$ cat src/rtl/crb_pkg.sv
package crb_pkg;

    localparam int DATA_W   = 8;
    localparam int ADDR_W   = 4;
    localparam int NUM_REGS = 7;
    localparam int CODE_W   = 3;

    localparam int LOCK_IDX = 0;
    localparam int CMD_IDX  = 1;

    localparam logic [CODE_W-1:0] LOCK_CODE   = 3'b110;
    localparam logic [CODE_W-1:0] UNLOCK_CODE = 3'b011;

    typedef logic [DATA_W-1:0] byte_t;
    typedef logic [ADDR_W-1:0] addr_t;

    function automatic addr_t reg_addr(input int idx);
        case (idx)
            0:       return addr_t'(4'h3);
            1:       return addr_t'(4'h4);
            2:       return addr_t'(4'h5);
            3:       return addr_t'(4'h6);
            4:       return addr_t'(4'h7);
            5:       return addr_t'(4'h8);
            default: return addr_t'(4'hC);
        endcase
    endfunction

    function automatic byte_t reset_val(input int idx);
        case (idx)
            1:       return 8'h60;
            2:       return 8'h46;
            3:       return 8'h10;
            default: return 8'h00;
        endcase
    endfunction

    function automatic byte_t rz_mask(input int idx);
        case (idx)
            0:       return 8'hF8;
            2:       return 8'h80;
            5:       return 8'hC0;
            6:       return 8'hE0;
            default: return 8'h00;
        endcase
    endfunction

    function automatic byte_t sc_mask(input int idx);
        return (idx == CMD_IDX) ? 8'h01 : 8'h00;
    endfunction

endpackage

$ cat src/rtl/crb_decode.sv
module crb_decode
    import crb_pkg::*;
#(
    parameter int N_REGS = NUM_REGS
) (
    input  addr_t             addr,
    output logic [N_REGS-1:0] hit
);

    for (genvar g = 0; g < N_REGS; g++) begin : g_hit
        assign hit[g] = (addr == reg_addr(g));
    end

endmodule

$ cat src/rtl/crb_lock.sv
module crb_lock
    import crb_pkg::*;
(
    input  logic              clk,
    input  logic              rst_n,
    input  logic              wr_lock,
    input  logic [CODE_W-1:0] code,
    output logic              locked
);

    typedef struct packed {
        logic locked;
    } lock_st_t;

    lock_st_t st_d, st_q;

    always_comb begin
        st_d = st_q;
        if (wr_lock) begin
            if (code == LOCK_CODE) begin
                st_d.locked = 1'b1;
            end else if (code == UNLOCK_CODE) begin
                st_d.locked = 1'b0;
            end
        end
    end

    always_ff @(posedge clk or negedge rst_n) begin
        if (!rst_n) begin
            st_q <= '0;
        end else begin
            st_q <= st_d;
        end
    end

    assign locked = st_q.locked;

    assert_lock_set_R5: assert property (@(posedge clk) disable iff (!rst_n)
        (wr_lock && code == LOCK_CODE) |=> locked);

    assert_unlock_R6: assert property (@(posedge clk) disable iff (!rst_n)
        (wr_lock && code == UNLOCK_CODE) |=> !locked);

    assert_other_code_R6: assert property (@(posedge clk) disable iff (!rst_n)
        (!wr_lock || (code != LOCK_CODE && code != UNLOCK_CODE)) |=> $stable(locked));

endmodule

$ cat src/rtl/crb_regfile.sv
module crb_regfile
    import crb_pkg::*;
#(
    parameter int N_REGS = NUM_REGS
) (
    input  logic                          clk,
    input  logic                          rst_n,
    input  logic                          wr_en,
    input  logic [N_REGS-1:0]             hit,
    input  byte_t                         wdata,
    input  logic                          locked,
    output logic [N_REGS-1:0][DATA_W-1:0] regs,
    output logic                          clr_pulse
);

    typedef struct packed {
        logic [N_REGS-1:0][DATA_W-1:0] regs;
    } rf_st_t;

    rf_st_t            st_d, st_q;
    logic [N_REGS-1:0] wr_allow;

    for (genvar g = 0; g < N_REGS; g++) begin : g_allow
        if (g == LOCK_IDX) begin : g_lockreg
            assign wr_allow[g] = wr_en && hit[g];
        end else begin : g_plain
            assign wr_allow[g] = wr_en && hit[g] && !locked;
        end
    end

    always_comb begin
        st_d = st_q;
        for (int i = 0; i < N_REGS; i++) begin
            if (wr_allow[i]) begin
                st_d.regs[i] = wdata & ~rz_mask(i);
            end else begin
                st_d.regs[i] = st_q.regs[i] & ~sc_mask(i);
            end
        end
    end

    always_ff @(posedge clk or negedge rst_n) begin
        if (!rst_n) begin
            for (int i = 0; i < N_REGS; i++) begin
                st_q.regs[i] <= reset_val(i);
            end
        end else begin
            st_q <= st_d;
        end
    end

    assign regs      = st_q.regs;
    assign clr_pulse = st_q.regs[CMD_IDX][0];

    for (genvar g = 0; g < N_REGS; g++) begin : g_chk
        if (g != LOCK_IDX) begin : g_frozen
            assert_frozen_R5: assert property (@(posedge clk) disable iff (!rst_n)
                (locked && wr_en && hit[g]) |=>
                    $stable(regs[g] & ~sc_mask(g)));
        end
        assert_rz_after_write_R3: assert property (@(posedge clk) disable iff (!rst_n)
            (wr_en && hit[g]) |=> ((regs[g] & rz_mask(g)) == '0));
    end

    assert_unmapped_write_R4: assert property (@(posedge clk) disable iff (!rst_n)
        (wr_en && hit == '0) |=> $stable(regs[LOCK_IDX]));

    assert_pulse_single_R8: assert property (@(posedge clk) disable iff (!rst_n)
        (clr_pulse && !(wr_en && hit[CMD_IDX] && wdata[0] && !locked)) |=> !clr_pulse);

    assert_no_pulse_locked_R8: assert property (@(posedge clk) disable iff (!rst_n)
        (locked && !clr_pulse) |=> !clr_pulse);

endmodule

$ cat src/rtl/crb_rdmux.sv
module crb_rdmux
    import crb_pkg::*;
#(
    parameter int N_REGS = NUM_REGS
) (
    input  logic                          clk,
    input  logic                          rst_n,
    input  logic                          rd_en,
    input  logic [N_REGS-1:0]             hit,
    input  logic [N_REGS-1:0][DATA_W-1:0] regs,
    output byte_t                         rdata
);

    typedef struct packed {
        byte_t rdata;
    } rd_st_t;

    rd_st_t st_d, st_q;
    byte_t  sel;

    always_comb begin
        sel = '0;
        for (int i = 0; i < N_REGS; i++) begin
            if (hit[i]) begin
                sel = sel | regs[i];
            end
        end
    end

    always_comb begin
        st_d = st_q;
        if (rd_en) begin
            st_d.rdata = sel;
        end
    end

    always_ff @(posedge clk or negedge rst_n) begin
        if (!rst_n) begin
            st_q <= '0;
        end else begin
            st_q <= st_d;
        end
    end

    assign rdata = st_q.rdata;

    assert_rd_hold_R9: assert property (@(posedge clk) disable iff (!rst_n)
        !rd_en |=> $stable(rdata));

    assert_rd_unmapped_R4: assert property (@(posedge clk) disable iff (!rst_n)
        (rd_en && hit == '0) |=> (rdata == '0));

endmodule

$ cat src/rtl/ctl_reg_bank.sv
module ctl_reg_bank
    import crb_pkg::*;
(
    input  logic       clk,
    input  logic       rst_n,
    input  logic [3:0] addr,
    input  logic [7:0] wdata,
    input  logic       wr_en,
    input  logic       rd_en,
    output logic [7:0] rdata,
    output logic       locked,
    output logic       clr_fault,
    output logic       sdo_push_pull,
    output logic [1:0] slew_sel,
    output logic [1:0] pwm_mode,
    output logic       full_duty_fast,
    output logic       ovp_low_thresh,
    output logic       ovp_en,
    output logic       otw_report,
    output logic       drv_off,
    output logic       ocp_cycle_clr,
    output logic [1:0] ocp_deglitch,
    output logic       ocp_retry_long,
    output logic       ocp_level_high,
    output logic [1:0] ocp_mode,
    output logic       ilim_coast,
    output logic       aar_en,
    output logic       asr_en,
    output logic [1:0] csa_gain,
    output logic       buck_seq_dis,
    output logic       buck_ilim_low,
    output logic [1:0] buck_vsel,
    output logic       buck_dis,
    output logic       dly_comp_en,
    output logic [3:0] dly_target
);

    logic [NUM_REGS-1:0]             hit;
    logic [NUM_REGS-1:0][DATA_W-1:0] regs;
    logic                            lock_q;
    logic [10:0]                     unused_rsvd;

    crb_decode #(.N_REGS(NUM_REGS)) i_decode (
        .addr (addr),
        .hit  (hit)
    );

    crb_lock i_lock (
        .clk     (clk),
        .rst_n   (rst_n),
        .wr_lock (wr_en && hit[LOCK_IDX]),
        .code    (wdata[CODE_W-1:0]),
        .locked  (lock_q)
    );

    crb_regfile #(.N_REGS(NUM_REGS)) i_regfile (
        .clk       (clk),
        .rst_n     (rst_n),
        .wr_en     (wr_en),
        .hit       (hit),
        .wdata     (wdata),
        .locked    (lock_q),
        .regs      (regs),
        .clr_pulse (clr_fault)
    );

    crb_rdmux #(.N_REGS(NUM_REGS)) i_rdmux (
        .clk   (clk),
        .rst_n (rst_n),
        .rd_en (rd_en),
        .hit   (hit),
        .regs  (regs),
        .rdata (rdata)
    );

    assign locked = lock_q;

    // offset 4h
    assign sdo_push_pull  = regs[1][5];
    assign slew_sel       = regs[1][4:3];
    assign pwm_mode       = regs[1][2:1];
    // offset 5h
    assign full_duty_fast = regs[2][4];
    assign ovp_low_thresh = regs[2][3];
    assign ovp_en         = regs[2][2];
    assign otw_report     = regs[2][0];
    // offset 6h
    assign drv_off        = regs[3][7];
    assign ocp_cycle_clr  = regs[3][6];
    assign ocp_deglitch   = regs[3][5:4];
    assign ocp_retry_long = regs[3][3];
    assign ocp_level_high = regs[3][2];
    assign ocp_mode       = regs[3][1:0];
    // offset 7h
    assign ilim_coast     = regs[4][6];
    assign aar_en         = regs[4][3];
    assign asr_en         = regs[4][2];
    assign csa_gain       = regs[4][1:0];
    // offset 8h
    assign buck_seq_dis   = regs[5][4];
    assign buck_ilim_low  = regs[5][3];
    assign buck_vsel      = regs[5][2:1];
    assign buck_dis       = regs[5][0];
    // offset Ch
    assign dly_comp_en    = regs[6][4];
    assign dly_target     = regs[6][3:0];

    // reserved storage bits with no decoded function
    assign unused_rsvd = {regs[0][7:0] != 8'h00, regs[1][7:6], regs[2][7:5], regs[2][1],
                          regs[4][7], regs[4][5:4], regs[5][7:5] != 3'b000};

endmodule

$ cat config.mk
export PLATFORM = sky130hd
export DESIGN_NAME = ctl_reg_bank
export DESIGN_NICKNAME = d
export VERILOG_FILES = /design/src/rtl/crb_pkg.sv /design/src/rtl/crb_decode.sv /design/src/rtl/crb_lock.sv /design/src/rtl/crb_regfile.sv /design/src/rtl/crb_rdmux.sv /design/src/rtl/ctl_reg_bank.sv
export SDC_FILE = /design/constraint.sdc
export NUM_CORES = 1
export LEC_CHECK = 0
export BUFFER_PORTS_ARGS = -buffer_cell sky130_fd_sc_hd__buf_2
export CAP_MARGIN = 25
export CORE_MARGIN = 3
export CORE_UTILIZATION = 55
export DETAILED_ROUTE_END_ITERATION = 12
export GPL_TIMING_DRIVEN = 1
export HOLD_SLACK_MARGIN = 0.05
export PLACE_DENSITY_LB_ADDON = 0.08
export REMOVE_ABC_BUFFERS = 1
export SLEW_MARGIN = 10
export SYNTH_ARGS = -nofsm -noshare
export SYNTH_HDL_FRONTEND = slang
export SYNTH_SLANG_ARGS = --single-unit
export TNS_END_PERCENT = 100
$ cat constraint.sdc
create_clock -name clk -period 2.6 [get_ports clk]
set_input_delay 0.39 -clock clk [delete_from_list [all_inputs] [get_ports clk]]
set_output_delay 0.39 -clock clk [all_outputs]
set_load 0.02 [all_outputs]
Word-level counts from Yosys, hierarchy flattened. Cells that the tools add are included. Widths: inputs -> output; s select.

Register bits: 65. Word-level logic and storage cells: 72. Output and inout bits: 42.

Mux-type cells: 17. Eq/ne operators: 9. Bitwise logic cells: 20. Reductions and logical operators: 16.

Operators by type and width (number): $mux 8 (14); $and 8x8->8 (7); $not 8->8 (7); $or 8x8->8 (6); $eq 4x3->1 const B (4); $logic_and 1x1->1 (13); $eq 4x4->1 const B (2); $eq 4x2->1 const B (1); $eq 3x2->1 const B (1); $eq 3x3->1 const B (1); $mux 1 (3); $reduce_and 2->1 (1); $reduce_bool 2->1 (1); $logic_not 1->1 (1).

Logic depth before layout (Yosys ltp).
Depth after elaboration: 14. Gate-level depth with buffers: 7.

By module. A second synthesis with hierarchy kept.

Cells, all modules: 182. Area, all modules: 2620.0 um2.

By module, submodules not included: crb_regfile (cells an instance 112, area an instance 1869.3 um2, instances 1); crb_rdmux (cells an instance 57, area an instance 609.3 um2, instances 1); crb_decode (cells an instance 7, area an instance 77.6 um2, instances 1); crb_lock (cells an instance 5, area an instance 57.6 um2, instances 1); ctl_reg_bank (cells an instance 1, area an instance 6.3 um2, instances 1).

Worst setup path before layout. No wires, ideal clock.

Path kind: input to register. From: input port addr[1]. To: register i_regfile.regs[40] (netlist name). Required time: 2475 ps. Setup time: 125 ps. Data arrival time: 1581 ps. Setup slack: 894 ps. Cell stages on the path: 7. Cell sequence: buf_4 nor2_4 and2_1 buf_4 and4bb_1 buf_4 mux2_4.

Word-level cells in the longest chain between the ends: 3.

Ends and longest elaborated chain: from (decl) (RTL line ctl_reg_bank.sv:6) `input logic [3:0] addr,`; $eq 4x4->1 (RTL line crb_decode.sv:11) `assign hit[g] = (addr == reg_addr(g));`; $logic_and 1x1->1 (2 in a row) (RTL line crb_regfile.sv:27) `assign wr_allow[g] = wr_en && hit[g] && !locked;`.

No other way between the ends. A chain may end at the register's enable or synchronous reset.

Worst setup path after layout.
From: input port addr[0]. To: register i_regfile.regs[45] (netlist name).

Word-level cells in the longest chain between the ends: 3.

Ends and longest elaborated chain (RTL line): $eq 4x4->1 (crb_decode.sv:11); $logic_and 1x1->1 (2 in a row) (crb_regfile.sv:27).

No other way between the ends.

==> run_results.csv <==
group,metric,value,unit
power,powerDensity,782,nW/um^2
drt,ant_nets,0,
placed_design,globalplace.congestion,0.800,
sta,period_needed,1790,ps
drt,dr.pass1.iters,4,
clock_tree,htreeDepth,2,
synthesis,syn_avg_cell_area,13.4,sq um
sta,relSlewSlack,0.556,
synthesis,synth-seq-cells,54,
sta,rsz0062_at_grt,"false",
floorplan,io_pins,58,
floorplan,core,4500,sq um
sta,final.period_utilization,0.687,
drt,first_iter_violations,85,
worst_setup_path,crit_arrival,1970,ps
clock_tree,post_cts_resized,0,
layout,area_growth,9.91,%
layout,drive_above_1_share,0.540,
clock_tree,insertion_delay,300,ps
placed_design,port_buffers,57,
clock_tree,cts.path.max_buffers,2,
sta,finalSetupTns,0,ps
floorplan,dieArea,5670,sq um
grt,gr-total-overflow,0,
synthesis,synth_common_cells,"48 x dfrtp_1, 36 x mux2_2, 20 x buf_4, 14 x mux2_4",
drt,vias,1700,
floorplan,rows,24,
sta,skew,10.2,ps
worst_hold_path,hold_path_class,"in2async",
placed_design,place_hpwl,3880,um
worst_setup_path,worst_setup_path_end_kind,"register",
synthesis,synth_cell_type_count,34,
drt,wirelength,5350,um
synthesis,netlist_area,2640,sq um
grt,grt_use_total,0.204,
layout,num_antenna_cells,0,
sta,fmax,0.560,GHz
worst_setup_path,required,2780,ps
status,status,"finished, final reports clean",
worst_setup_path,critPathKind,"in2reg",
worst_setup_path,worstPathMaxFanout,16,
synthesis,synth_top_area_share,0.455,
synthesis,netlist_instances,197,
sta,drv_slew,0,
synthesis,yosysMostFrequentCell,"dfrtp_1",
clock_tree,clock-sinks,54,
synthesis,seq_area_frac_synth,0.515,
clock_tree,hold_buffers,0,
worst_setup_path,start_kind,"input pin",
clock_tree,cts.repair_timing.setup_buffer_count,0,
drt,routedWlPerCell,18.5,um
layout,final_util,0.644,
job,maxCapViolations,0,
drt,drc,0,
grt,grt_max_degree,55,
synthesis,yosys_most_used_dff,"dfrtp_1",
power,leakagePower,1.39,nW
clock_tree,numCtsBuffers,5,
synthesis,synth_top_area_cell,"dfrtp_1",
grt,first_global_vias,1646,
clock_tree,clk_pin_slew,90,ps
drt,vias_per_cell,5.88,
synthesis,async_reset_ff_frac,1.00,
sta,worstMarginPinSlew,666,ps
sta,setup_violations,0,
sta,hold_violations,0,
floorplan,dieWidth,75.3,um
clock_tree,tritoncts,"built",
floorplan,die_y,75.3,um
synthesis,synth_area_leaders,"dfrtp_1 45%, mux2_2 15%, mux2_4 8.0%",
power,peakVddDrop,0.412,mV
grt,grt_antenna_before_repair,0,
grt,grt_pass1_wl,8620,um
floorplan,start_util,0.586,
synthesis,synth_edf_count,0,
synthesis,yosys_warnings,0,
clock_tree,root_buffer,"clkbuf_8",
layout,fin_nets,252,
## per-layer routing
metal  track usage  wire, um
met1         0.305      2570
met2         0.305      2440
met3        0.0387       294
met4        0.0524        38
met5             0         0
## layout make-up
class	count	area, sq um
multi-input combinational	114	1080
clock inverter	1	5.00
tap	52	65.1
sequential	54	1360
clock buffer	7	86.3
fill	372	1600
timing repair buffer	59	300
inverter	2	7.51
## cell usage in the layout (no fill, tap or decap)
| cell type | count |
|---|---|
| nand3b_1 | 2 |
| or3b_2 | 1 |
| dfstp_2 | 6 |
| inv_1 | 2 |
| and3b_1 | 1 |
| a32oi_1 | 2 |
| nand3b_2 | 1 |
| buf_4 | 2 |
| a22o_1 | 1 |
| nor2_1 | 8 |
| o21ai_0 | 2 |
| dfrtp_1 | 48 |
| and4bb_1 | 2 |
| clkbuf_1 | 1 |
| a21oi_1 | 4 |
| clkinv_2 | 1 |
| clkbuf_8 | 6 |
| buf_2 | 57 |
| mux2i_1 | 8 |
| mux2_4 | 14 |
| and3_1 | 1 |
| nor2_4 | 1 |
| nand3_1 | 3 |
| nand4b_2 | 1 |
| a41oi_1 | 2 |
| nand2_1 | 7 |
| a221oi_1 | 3 |
| o22ai_1 | 4 |
| a31oi_1 | 4 |
| mux2_2 | 36 |
| a22oi_1 | 1 |
| and3_4 | 1 |
| and2_1 | 1 |
| mux4_2 | 1 |
| nor2b_1 | 2 |
## report_power, final
group | total, mW | switching (mW) | internal (mW) | leakage [nW]
combinational | 0.652 | 0.348 | 0.304 | 0.685
sequential | 1.15 | 0.122 | 1.03 | 0.658
clock | 0.469 | 0.254 | 0.215 | 0.0482
total | 2.27 | 0.723 | 1.55 | 1.39
## worst max-delay path, stage by stage
cell and delay (ps):
buf_2 240, nor2_4 200, and2_1 330, and4bb_1 470, mux2_4 330
## cells by family after synthesis
kind of cell           after synthesis  share of synthesized area
multiplexers                        59                      0.272
AO/OA/AOI/OAI                       23                     0.0597
buffers and inverters               29                     0.0768
AND/OR/NAND/NOR                     32                     0.0768
flip-flops                          54                      0.515
## flip-flops by register name (all words and copies together) (netlist names)
register,flops
i_regfile.regs,44
i_rdmux.rdata,8
i_lock.locked,1
i_regfile.clr_pulse,1
## final timing paths
kind                                    from            endpoint  slack [ps]  cells past startpoint
min reg2reg                i_regfile.regs[1]   i_regfile.regs[1]         510                      2
min in group clk                    wdata[7]  i_regfile.regs[39]         350                      2
max in group asynchronous              rst_n    i_rdmux.rdata[4]        1940                      2
max reg2reg                    i_lock.locked  i_regfile.regs[32]        1050                      3
min                                    rst_n  i_regfile.regs[49]         190                      2
max                                  addr[0]  i_regfile.regs[45]         810                      5
## stage by stage
step	total power, mW	area (sq um)	hold WS (ps)	worst slack, ps	instances
after floorplan	1.56	2440	94.4	847	170
after global placement	1.80	2810	461	561	281
after detailed placement	1.82	2810	470	501	281
after CTS	2.29	2900	220	824	289
after global routing	2.39	2900	244	679	289
final	2.27	2900	194	813	289
No activity file was read; power rests on OpenSTA's default activity.
